## config.mk

```make
export PLATFORM = sky130hd
export DESIGN_NAME = ecc_err_log
export DESIGN_NICKNAME = d
export VERILOG_FILES = /design/src/rtl/ecc_log_pkg.sv /design/src/rtl/ecc_log_ctrl.sv /design/src/rtl/ecc_log_capture.sv /design/src/rtl/ecc_log_scrub.sv /design/src/rtl/ecc_err_log.sv
export SDC_FILE = /design/constraint.sdc
export NUM_CORES = 1
export LEC_CHECK = 0
export ABC_AREA = 1
export BUFFER_PORTS_ARGS = -buffer_cell sky130_fd_sc_hd__buf_2
export CELL_PAD_IN_SITES_DETAIL_PLACEMENT = 0
export CELL_PAD_IN_SITES_GLOBAL_PLACEMENT = 1
export CORE_AREA = 2 2 96 98
export CTS_BUF_LIST = sky130_fd_sc_hd__clkbuf_8
export CTS_CLUSTER_SIZE = 16
export DETAILED_ROUTE_END_ITERATION = 16
export DIE_AREA = 0 0 98 100
export PLACE_DENSITY = 0.89
export SLEW_MARGIN = 30
export SYNTH_ARGS = -nofsm -noshare
export SYNTH_HDL_FRONTEND = slang
export SYNTH_SLANG_ARGS = --single-unit
export TNS_END_PERCENT = 50
```

## constraint.sdc

```tcl
create_clock -name clk -period 1.45 [get_ports clk]
set_input_delay 0.2175 -clock clk [delete_from_list [all_inputs] [get_ports clk]]
set_output_delay 0.2175 -clock clk [all_outputs]
set_load 0.05 [all_outputs]
```

## src/rtl/ecc_log_pkg.sv

```systemverilog
package ecc_log_pkg;

    localparam int REG_W = 32;
    localparam int SYN_W = 8;
    localparam int TAG_W = 19;

    localparam int POS_SBE       = 0;
    localparam int POS_MBE       = 1;
    localparam int POS_NMI_EN    = 2;
    localparam int POS_SERR_EN   = 3;
    localparam int POS_SCRUB_DIS = 31;

    typedef struct packed {
        logic             mbe;
        logic             sbe;
        logic [TAG_W-1:0] tag;
        logic [SYN_W-1:0] syn;
    } log_t;

    typedef struct packed {
        logic scrub_dis;
        logic serr_en;
        logic nmi_en;
    } ctl_t;

    typedef struct packed {
        ctl_t       ctl;
        logic [1:0] w1c;
    } wreq_t;

    function automatic logic [REG_W-1:0] pack_reg(input log_t l, input ctl_t c);
        return {c.scrub_dis, l.tag, l.syn, c.serr_en, c.nmi_en, l.mbe, l.sbe};
    endfunction

    function automatic logic is_ack(input logic [1:0] w1c);
        return w1c[1] & w1c[0];
    endfunction

endpackage

```

## src/rtl/ecc_log_ctrl.sv

```systemverilog
module ecc_log_ctrl
    import ecc_log_pkg::*;
(
    input  logic  clk,
    input  logic  rst,
    input  logic  wr,
    input  wreq_t wreq,
    output ctl_t  ctl_q,
    output logic  ack
);

    assign ack = wr & is_ack(wreq.w1c);

    always_ff @(posedge clk) begin
        if (rst) begin
            ctl_q <= '0;
        end else if (wr) begin
            ctl_q <= wreq.ctl;
        end
    end


    ctl_write_chk: assert property (@(posedge clk) disable iff (rst)
        wr |=> (ctl_q == $past(wreq.ctl)));

endmodule

```

## src/rtl/ecc_log_capture.sv

```systemverilog
module ecc_log_capture
    import ecc_log_pkg::*;
(
    input  logic             clk,
    input  logic             rst,
    input  logic             ev_sbe,
    input  logic             ev_mbe,
    input  logic [TAG_W-1:0] ev_tag,
    input  logic [SYN_W-1:0] ev_syn,
    input  logic             ack,
    output log_t             log_q
);

    logic empty;
    logic take;

    assign empty = ~(log_q.sbe | log_q.mbe);
    assign take  = empty & (ev_sbe | ev_mbe) & ~ack;

    always_ff @(posedge clk) begin
        if (rst) begin
            log_q <= '0;
        end else if (ack) begin
            log_q.sbe <= 1'b0;
            log_q.mbe <= 1'b0;
        end else if (take) begin
            log_q.mbe <= ev_mbe;
            log_q.sbe <= ~ev_mbe;
            log_q.tag <= ev_tag;
            log_q.syn <= ev_syn;
        end
    end


    hold_full_chk: assert property (@(posedge clk) disable iff (rst)
        (!empty && !ack) |=> ($stable(log_q.tag) && $stable(log_q.syn)
                              && $stable(log_q.sbe) && $stable(log_q.mbe)));


    mbe_wins_chk: assert property (@(posedge clk) disable iff (rst)
        (empty && ev_sbe && ev_mbe && !ack) |=> (log_q.mbe && !log_q.sbe));


    ack_empties_chk: assert property (@(posedge clk) disable iff (rst)
        ack |=> (!log_q.sbe && !log_q.mbe));


    one_class_chk: assert property (@(posedge clk) disable iff (rst)
        (empty && (ev_sbe || ev_mbe) && !ack) |=> $onehot({log_q.sbe, log_q.mbe}));

endmodule

```

## src/rtl/ecc_log_scrub.sv

```systemverilog
module ecc_log_scrub #(
    parameter int ADDR_W = 33
) (
    input  logic              clk,
    input  logic              rst,
    input  logic              ev_sbe,
    input  logic [ADDR_W-1:0] ev_addr,
    input  logic              scrub_dis,
    output logic              scrub_req,
    output logic [ADDR_W-1:0] scrub_addr
);

    always_ff @(posedge clk) begin
        if (rst) begin
            scrub_req  <= 1'b0;
            scrub_addr <= '0;
        end else begin
            scrub_req <= ev_sbe & ~scrub_dis;
            if (ev_sbe & ~scrub_dis) begin
                scrub_addr <= ev_addr;
            end
        end
    end


    scrub_fire_chk: assert property (@(posedge clk) disable iff (rst)
        (ev_sbe && !scrub_dis) |=> (scrub_req && scrub_addr == $past(ev_addr)));


    scrub_quiet_chk: assert property (@(posedge clk) disable iff (rst)
        scrub_dis |=> !scrub_req);

endmodule

```

## src/rtl/ecc_err_log.sv

```systemverilog
module ecc_err_log
    import ecc_log_pkg::*;
#(
    parameter int ADDR_W = 33
) (
    input  logic              clk,
    input  logic              rst,
    input  logic              ev_sbe,
    input  logic              ev_mbe,
    input  logic [ADDR_W-1:0] ev_addr,
    input  logic [SYN_W-1:0]  ev_syn,
    input  logic              reg_wr,
    input  logic [REG_W-1:0]  reg_wdata,
    output logic [REG_W-1:0]  reg_rdata,
    output logic              scrub_req,
    output logic [ADDR_W-1:0] scrub_addr,
    output logic              nmi_irq,
    output logic              serr_irq
);

    localparam int TAG_LSB = ADDR_W - TAG_W;

    wreq_t wreq;
    ctl_t  ctl_q;
    log_t  log_q;
    logic  ack;
    logic  unused_wbits;

    assign wreq.ctl.scrub_dis = reg_wdata[POS_SCRUB_DIS];
    assign wreq.ctl.serr_en   = reg_wdata[POS_SERR_EN];
    assign wreq.ctl.nmi_en    = reg_wdata[POS_NMI_EN];
    assign wreq.w1c           = {reg_wdata[POS_MBE], reg_wdata[POS_SBE]};
    assign unused_wbits       = ^reg_wdata[POS_SCRUB_DIS-1:POS_SERR_EN+1];

    ecc_log_ctrl u_ctrl (
        .clk   (clk),
        .rst   (rst),
        .wr    (reg_wr),
        .wreq  (wreq),
        .ctl_q (ctl_q),
        .ack   (ack)
    );

    ecc_log_capture u_capture (
        .clk    (clk),
        .rst    (rst),
        .ev_sbe (ev_sbe),
        .ev_mbe (ev_mbe),
        .ev_tag (ev_addr[ADDR_W-1:TAG_LSB]),
        .ev_syn (ev_syn),
        .ack    (ack),
        .log_q  (log_q)
    );

    ecc_log_scrub #(.ADDR_W(ADDR_W)) u_scrub (
        .clk        (clk),
        .rst        (rst),
        .ev_sbe     (ev_sbe),
        .ev_addr    (ev_addr),
        .scrub_dis  (ctl_q.scrub_dis),
        .scrub_req  (scrub_req),
        .scrub_addr (scrub_addr)
    );

    assign reg_rdata = pack_reg(log_q, ctl_q);
    assign nmi_irq   = log_q.sbe & ctl_q.nmi_en;
    assign serr_irq  = log_q.mbe & ctl_q.serr_en;


    partial_ack_chk: assert property (@(posedge clk) disable iff (rst)
        ((reg_rdata[1] || reg_rdata[0]) && reg_wr && !(reg_wdata[1] && reg_wdata[0]))
        |=> (reg_rdata[1:0] == $past(reg_rdata[1:0])));


    serr_drop_chk: assert property (@(posedge clk) disable iff (rst)
        (serr_irq && ack) |=> !serr_irq);

endmodule

```

Yosys cells after proc, flatten, opt, wreduce, memory -nomap -nowiden --
Cells that the tools add are included.
Word-level totals: register bits after elaboration 66
Operators by class: reductions and logical operators 2, bitwise logic cells 13
Operators by type and width (number):
- AND 1 bit | 7
- NOT 1 bit | 4
- OR 1 bit | 2
- AND reduction 2 bit | 1
- OR reduction 2 bit | 1

Logic depth before layout (Yosys ltp) --
depth in word-level cells 5, gate-level depth with buffers 7, depth with buffers taken out 6

Modules after synthesis --
A second synthesis with hierarchy kept.
Unflattened totals: cell total of the unflattened synthesis 484, area total of the unflattened synthesis 3138.0 um^2
Modules (own cells, without submodules):
- ecc_log_capture | times used 1, area an instance 1526.5 um^2, cells an instance 243, seq. area each 580.6 um^2
- ecc_log_scrub | times used 1, area an instance 1470.2 um^2, cells an instance 217, seq. area each 680.7 um^2
- ecc_log_ctrl | times used 1, area an instance 126.4 um^2, cells an instance 20, seq. area each 60.1 um^2
- ecc_err_log | times used 1, area an instance 15.0 um^2, cells an instance 4, seq. area each 0.0 um^2

Least setup slack after synthesis --
OpenSTA, ideal clock, no wires.
path kind register to output, start point register, netlist name u_capture.log_q[27], end point output nmi_irq, stages on the path, launching flop included 3, required time 1.233 ns, arrival 1.111 ns, setup slack 0.122 ns, path through dfxtp_1 nand2_1 inv_1
Between the ends: longest elaborated chain between the ends 1
Ends and longest elaborated chain:
- AND 1 bit | RTL line ecc_err_log.sv:66 | assign nmi_irq = log_q.sbe & ctl_q.nmi_en;
- to (decl) | RTL line ecc_err_log.sv:17 | output logic nmi_irq,
Every way passes these cells.

Worst setup path in the final report --
start point register, netlist name u_capture.log_q[27], end point output nmi_irq
Between the ends: longest elaborated chain between the ends 1
Ends and longest elaborated chain (RTL line):
- AND 1 bit | ecc_err_log.sv:66
Every way passes these cells.

==> results by group <==
Place
  • # port buffers: ~120
  • Placed Area: 0.00325 mm2
  • Placed wire-length estimate: 4590 um
  • RD Place Congestion: 0.775
  • Dpl ws: 250 ps

Global routing
  • Gr ovfl total: 0
  • All-Layer GR Usage: 0.139
  • Number of global-route vias before repair: 2,252
  • First-pass GRT wire length: around 11,000 um
  • Initial antenna violation count: 0
  • Largest net degree at the start of global routing: 65

Pwr
  • Internal power: approximately 0.0033 W
  • Comb power frac: 0.266
  • Power Density: 1490 mW/mm2
  • Static Leak: between 1.5 and 2 nW
  • P_sw: 0.00187 W
  • Clock network fraction of design power: 0.334
  • VDD IR max: 0.511 mV
  • Post-layout power: between 0.005 and 0.006 W
  • Sequential share of power: 0.400
  • Sw frac: 0.360

STA
  • Pins over their slew limit: 0
  • Worst Slack Setup Final: 94.5 ps
  • Worst slew pin tran: 272 ps
  • Max Clk Rate: approximately 740 MHz
  • Final hold violation count: 0
  • Relative slew slack: 0.820
  • Setup Skew: 10.1 ps
  • RSZ-0062 raised after global routing: false
  • Endpoints failing setup: 0
  • Setup_tns: 0 ps
  • Final period util: 0.935
  • Final min period: 1360 ps

Yosys
  • Syn Nets: 427
  • Post-Syn Area: 0.00254 mm2
  • Yosys Warn Count: 0
  • Gate Count Post-Synth: 349
  • Mapped Avg Cell Area: between 7 and 8 um2
  • Seq cells post-synth: 66
  • Top post-synthesis cells by area: dfxtp_1 (52%), nor2_1 (17%), nand2_1 (8.4%), o21ai_0 (7.1%), inv_1 (4.9%)
  • Post-synth top area cell: dfxtp_1
  • Ys flop type: dfxtp_1
  • Ys async rst share: 0
  • Distinct cells, synth: 18
  • Synth top cells by count: nor2_1 (117), dfxtp_1 (66), nand2_1 (57)
  • Most common cell in the synthesized netlist: nor2_1
  • Share of the synthesized area in the top cell type: 0.519
  • Seq/Total Area, Yosys: 0.519
  • Post-synth EDFFs: 0

Finish
  • Design area: around 0.0035 mm2
  • Nets@finish: roughly 550
  • Synth-to-layout area growth: 36.7%
  • Seq. cell area: 0.00132 mm2
  • Antenna fix cells: 0
  • Share of cells above drive strength 1: 0.335
  • Fillers: 951
  • Area of the multi-input gates: 975 um2
  • Final core occ: 0.391

Clock network
  • Post_cts resized: 0
  • CTS root buf: clkbuf_8
  • CTS Buf Count: 9
  • Cts hold-fix bufs: 0
  • CTS tree: done
  • Clk_lat worst skew: 340 ps
  • Post-CTS setup buffers: 0
  • CTS H-tree depth: 3
  • Clk slew on worst S/H paths: 80 ps
  • Clk sink count: 66
  • Longest Clk Path Bufs: 2

Floorplan
  • Rows: 35
  • Core box area: 0.00889 mm2
  • Die W: 98 um
  • Initial Util: 0.286
  • I/O Pins: 146
  • Die area: 0.00980 mm2
  • Die Ht: 100 um

Route
  • Vias: between 2,000 and 2,500
  • Drt pass-1 iters: 6
  • Metal-1 WL: 2990 um
  • Met3 Wirelength: 447 um
  • WL/cell: between 10 and 15 um
  • Drt drc: 0
  • Metal2 WL: a little under 3000 um
  • Max layer used: met4
  • Vias/cell: 4.13
  • Drt initial violations: about 100
  • DRT antenna net count: 0
  • Wirelength, routed: 6530 um

Status
  • Status: finished clean

Setup path
  • Critical-path top delay cell: dfxtp_1
  • Critical-path cell list: nand2_1, inv_1, buf_2
  • Worst Setup End Kind: output port
  • Critical Path Max Stage Delay: around 430 ps
  • Startpoint types: flip-flop
  • Crit path required time: 1230 ps
  • Crit path kind: flip-flop to output port
  • CP arrival: about 1100 ps
  • Crit Path Max Fanout: 4

Job
  • Number of max-cap violations: 0

Min path
  • Worst hold path class: input pin to flip-flop
final timing paths:
path                                    start                         endpoint  slack (ps)  cells after the start
min reg2reg   u_capture.log_q[1]$_SDFFE_PP0P_  u_capture.log_q[1]$_SDFFE_PP0P_         510                      4
max          u_capture.log_q[27]$_SDFFE_PP0P_                          nmi_irq          90                      3
max reg2reg  u_capture.log_q[28]$_SDFFE_PP0P_  u_capture.log_q[0]$_SDFFE_PP0P_         260                      6
min                                       rst     u_scrub.scrub_req$_SDFF_PP0_          60                      2
layout by cell type (no fill, tap or decap), drive strengths merged:
cell,instances
nand4,2
buf,124
a21oi,2
clkinv,4
nand2,58
bufinv,2
nor2,129
inv,37
nand3,2
o21ai,36
clkbuf,10
dfxtp,66
per-layer routing:
metal | up-vias | GRT usage
li1 | 1283 | -
met1 | 1034 | 0.176
met2 | 82 | 0.212
met3 | 10 | 0.0474
met4 | 0 | 0.0662
met5 | - | 0
layout make-up:
class                   instances  share of cell area
well taps                     111              0.0399
flip-flops and latches         66               0.380
clock buffers                   9              0.0356
repair buffers                125               0.196
inverters                      36              0.0389
clock inverters                 7              0.0288
multi-input cells             229               0.280
per-stage QoR:
step,hold slack [ps],instances
after floorplan,290,349
after global placement,403,567
after detailed placement,409,567
after CTS,29.0,583
after global routing,18.0,583
final,57.9,583
cell families (layout without fill, tap and decap cells):
kind of cell           Yosys count  count (layout)  synth area share
DFF                             66              66             0.519
buffers and inverters           54             177            0.0974
AOI/OAI and AO/OA               38              38            0.0748
and+or+nand+nor                191             191             0.308
sequential cells by signal, summed over array words and instances, names as in the netlist:
name,flops
u_scrub.scrub_addr,33
u_capture.log_q,29
u_ctrl.ctl_q,3
u_scrub.scrub_req,1
power by group through the flow:
stage	sequential, W	clock, W	combinational [W]
finish	0.00208	0.00173	0.00138
floorplan	0.00272	0	0.000434
detailed placement	0.00212	0	0.00139
global route	0.00210	0.00190	0.00150
CTS	0.00208	0.00181	0.00140
global placement	0.00211	0	0.00138
worst max-delay path: cells and delay by family, from the launching register on:
family / cells / cell delay (ps)
DFF: 1 / 430
buffers and inverters: 2 / 300
and+or+nand+nor: 1 / 80
Power figures use the tool's default switching activity.
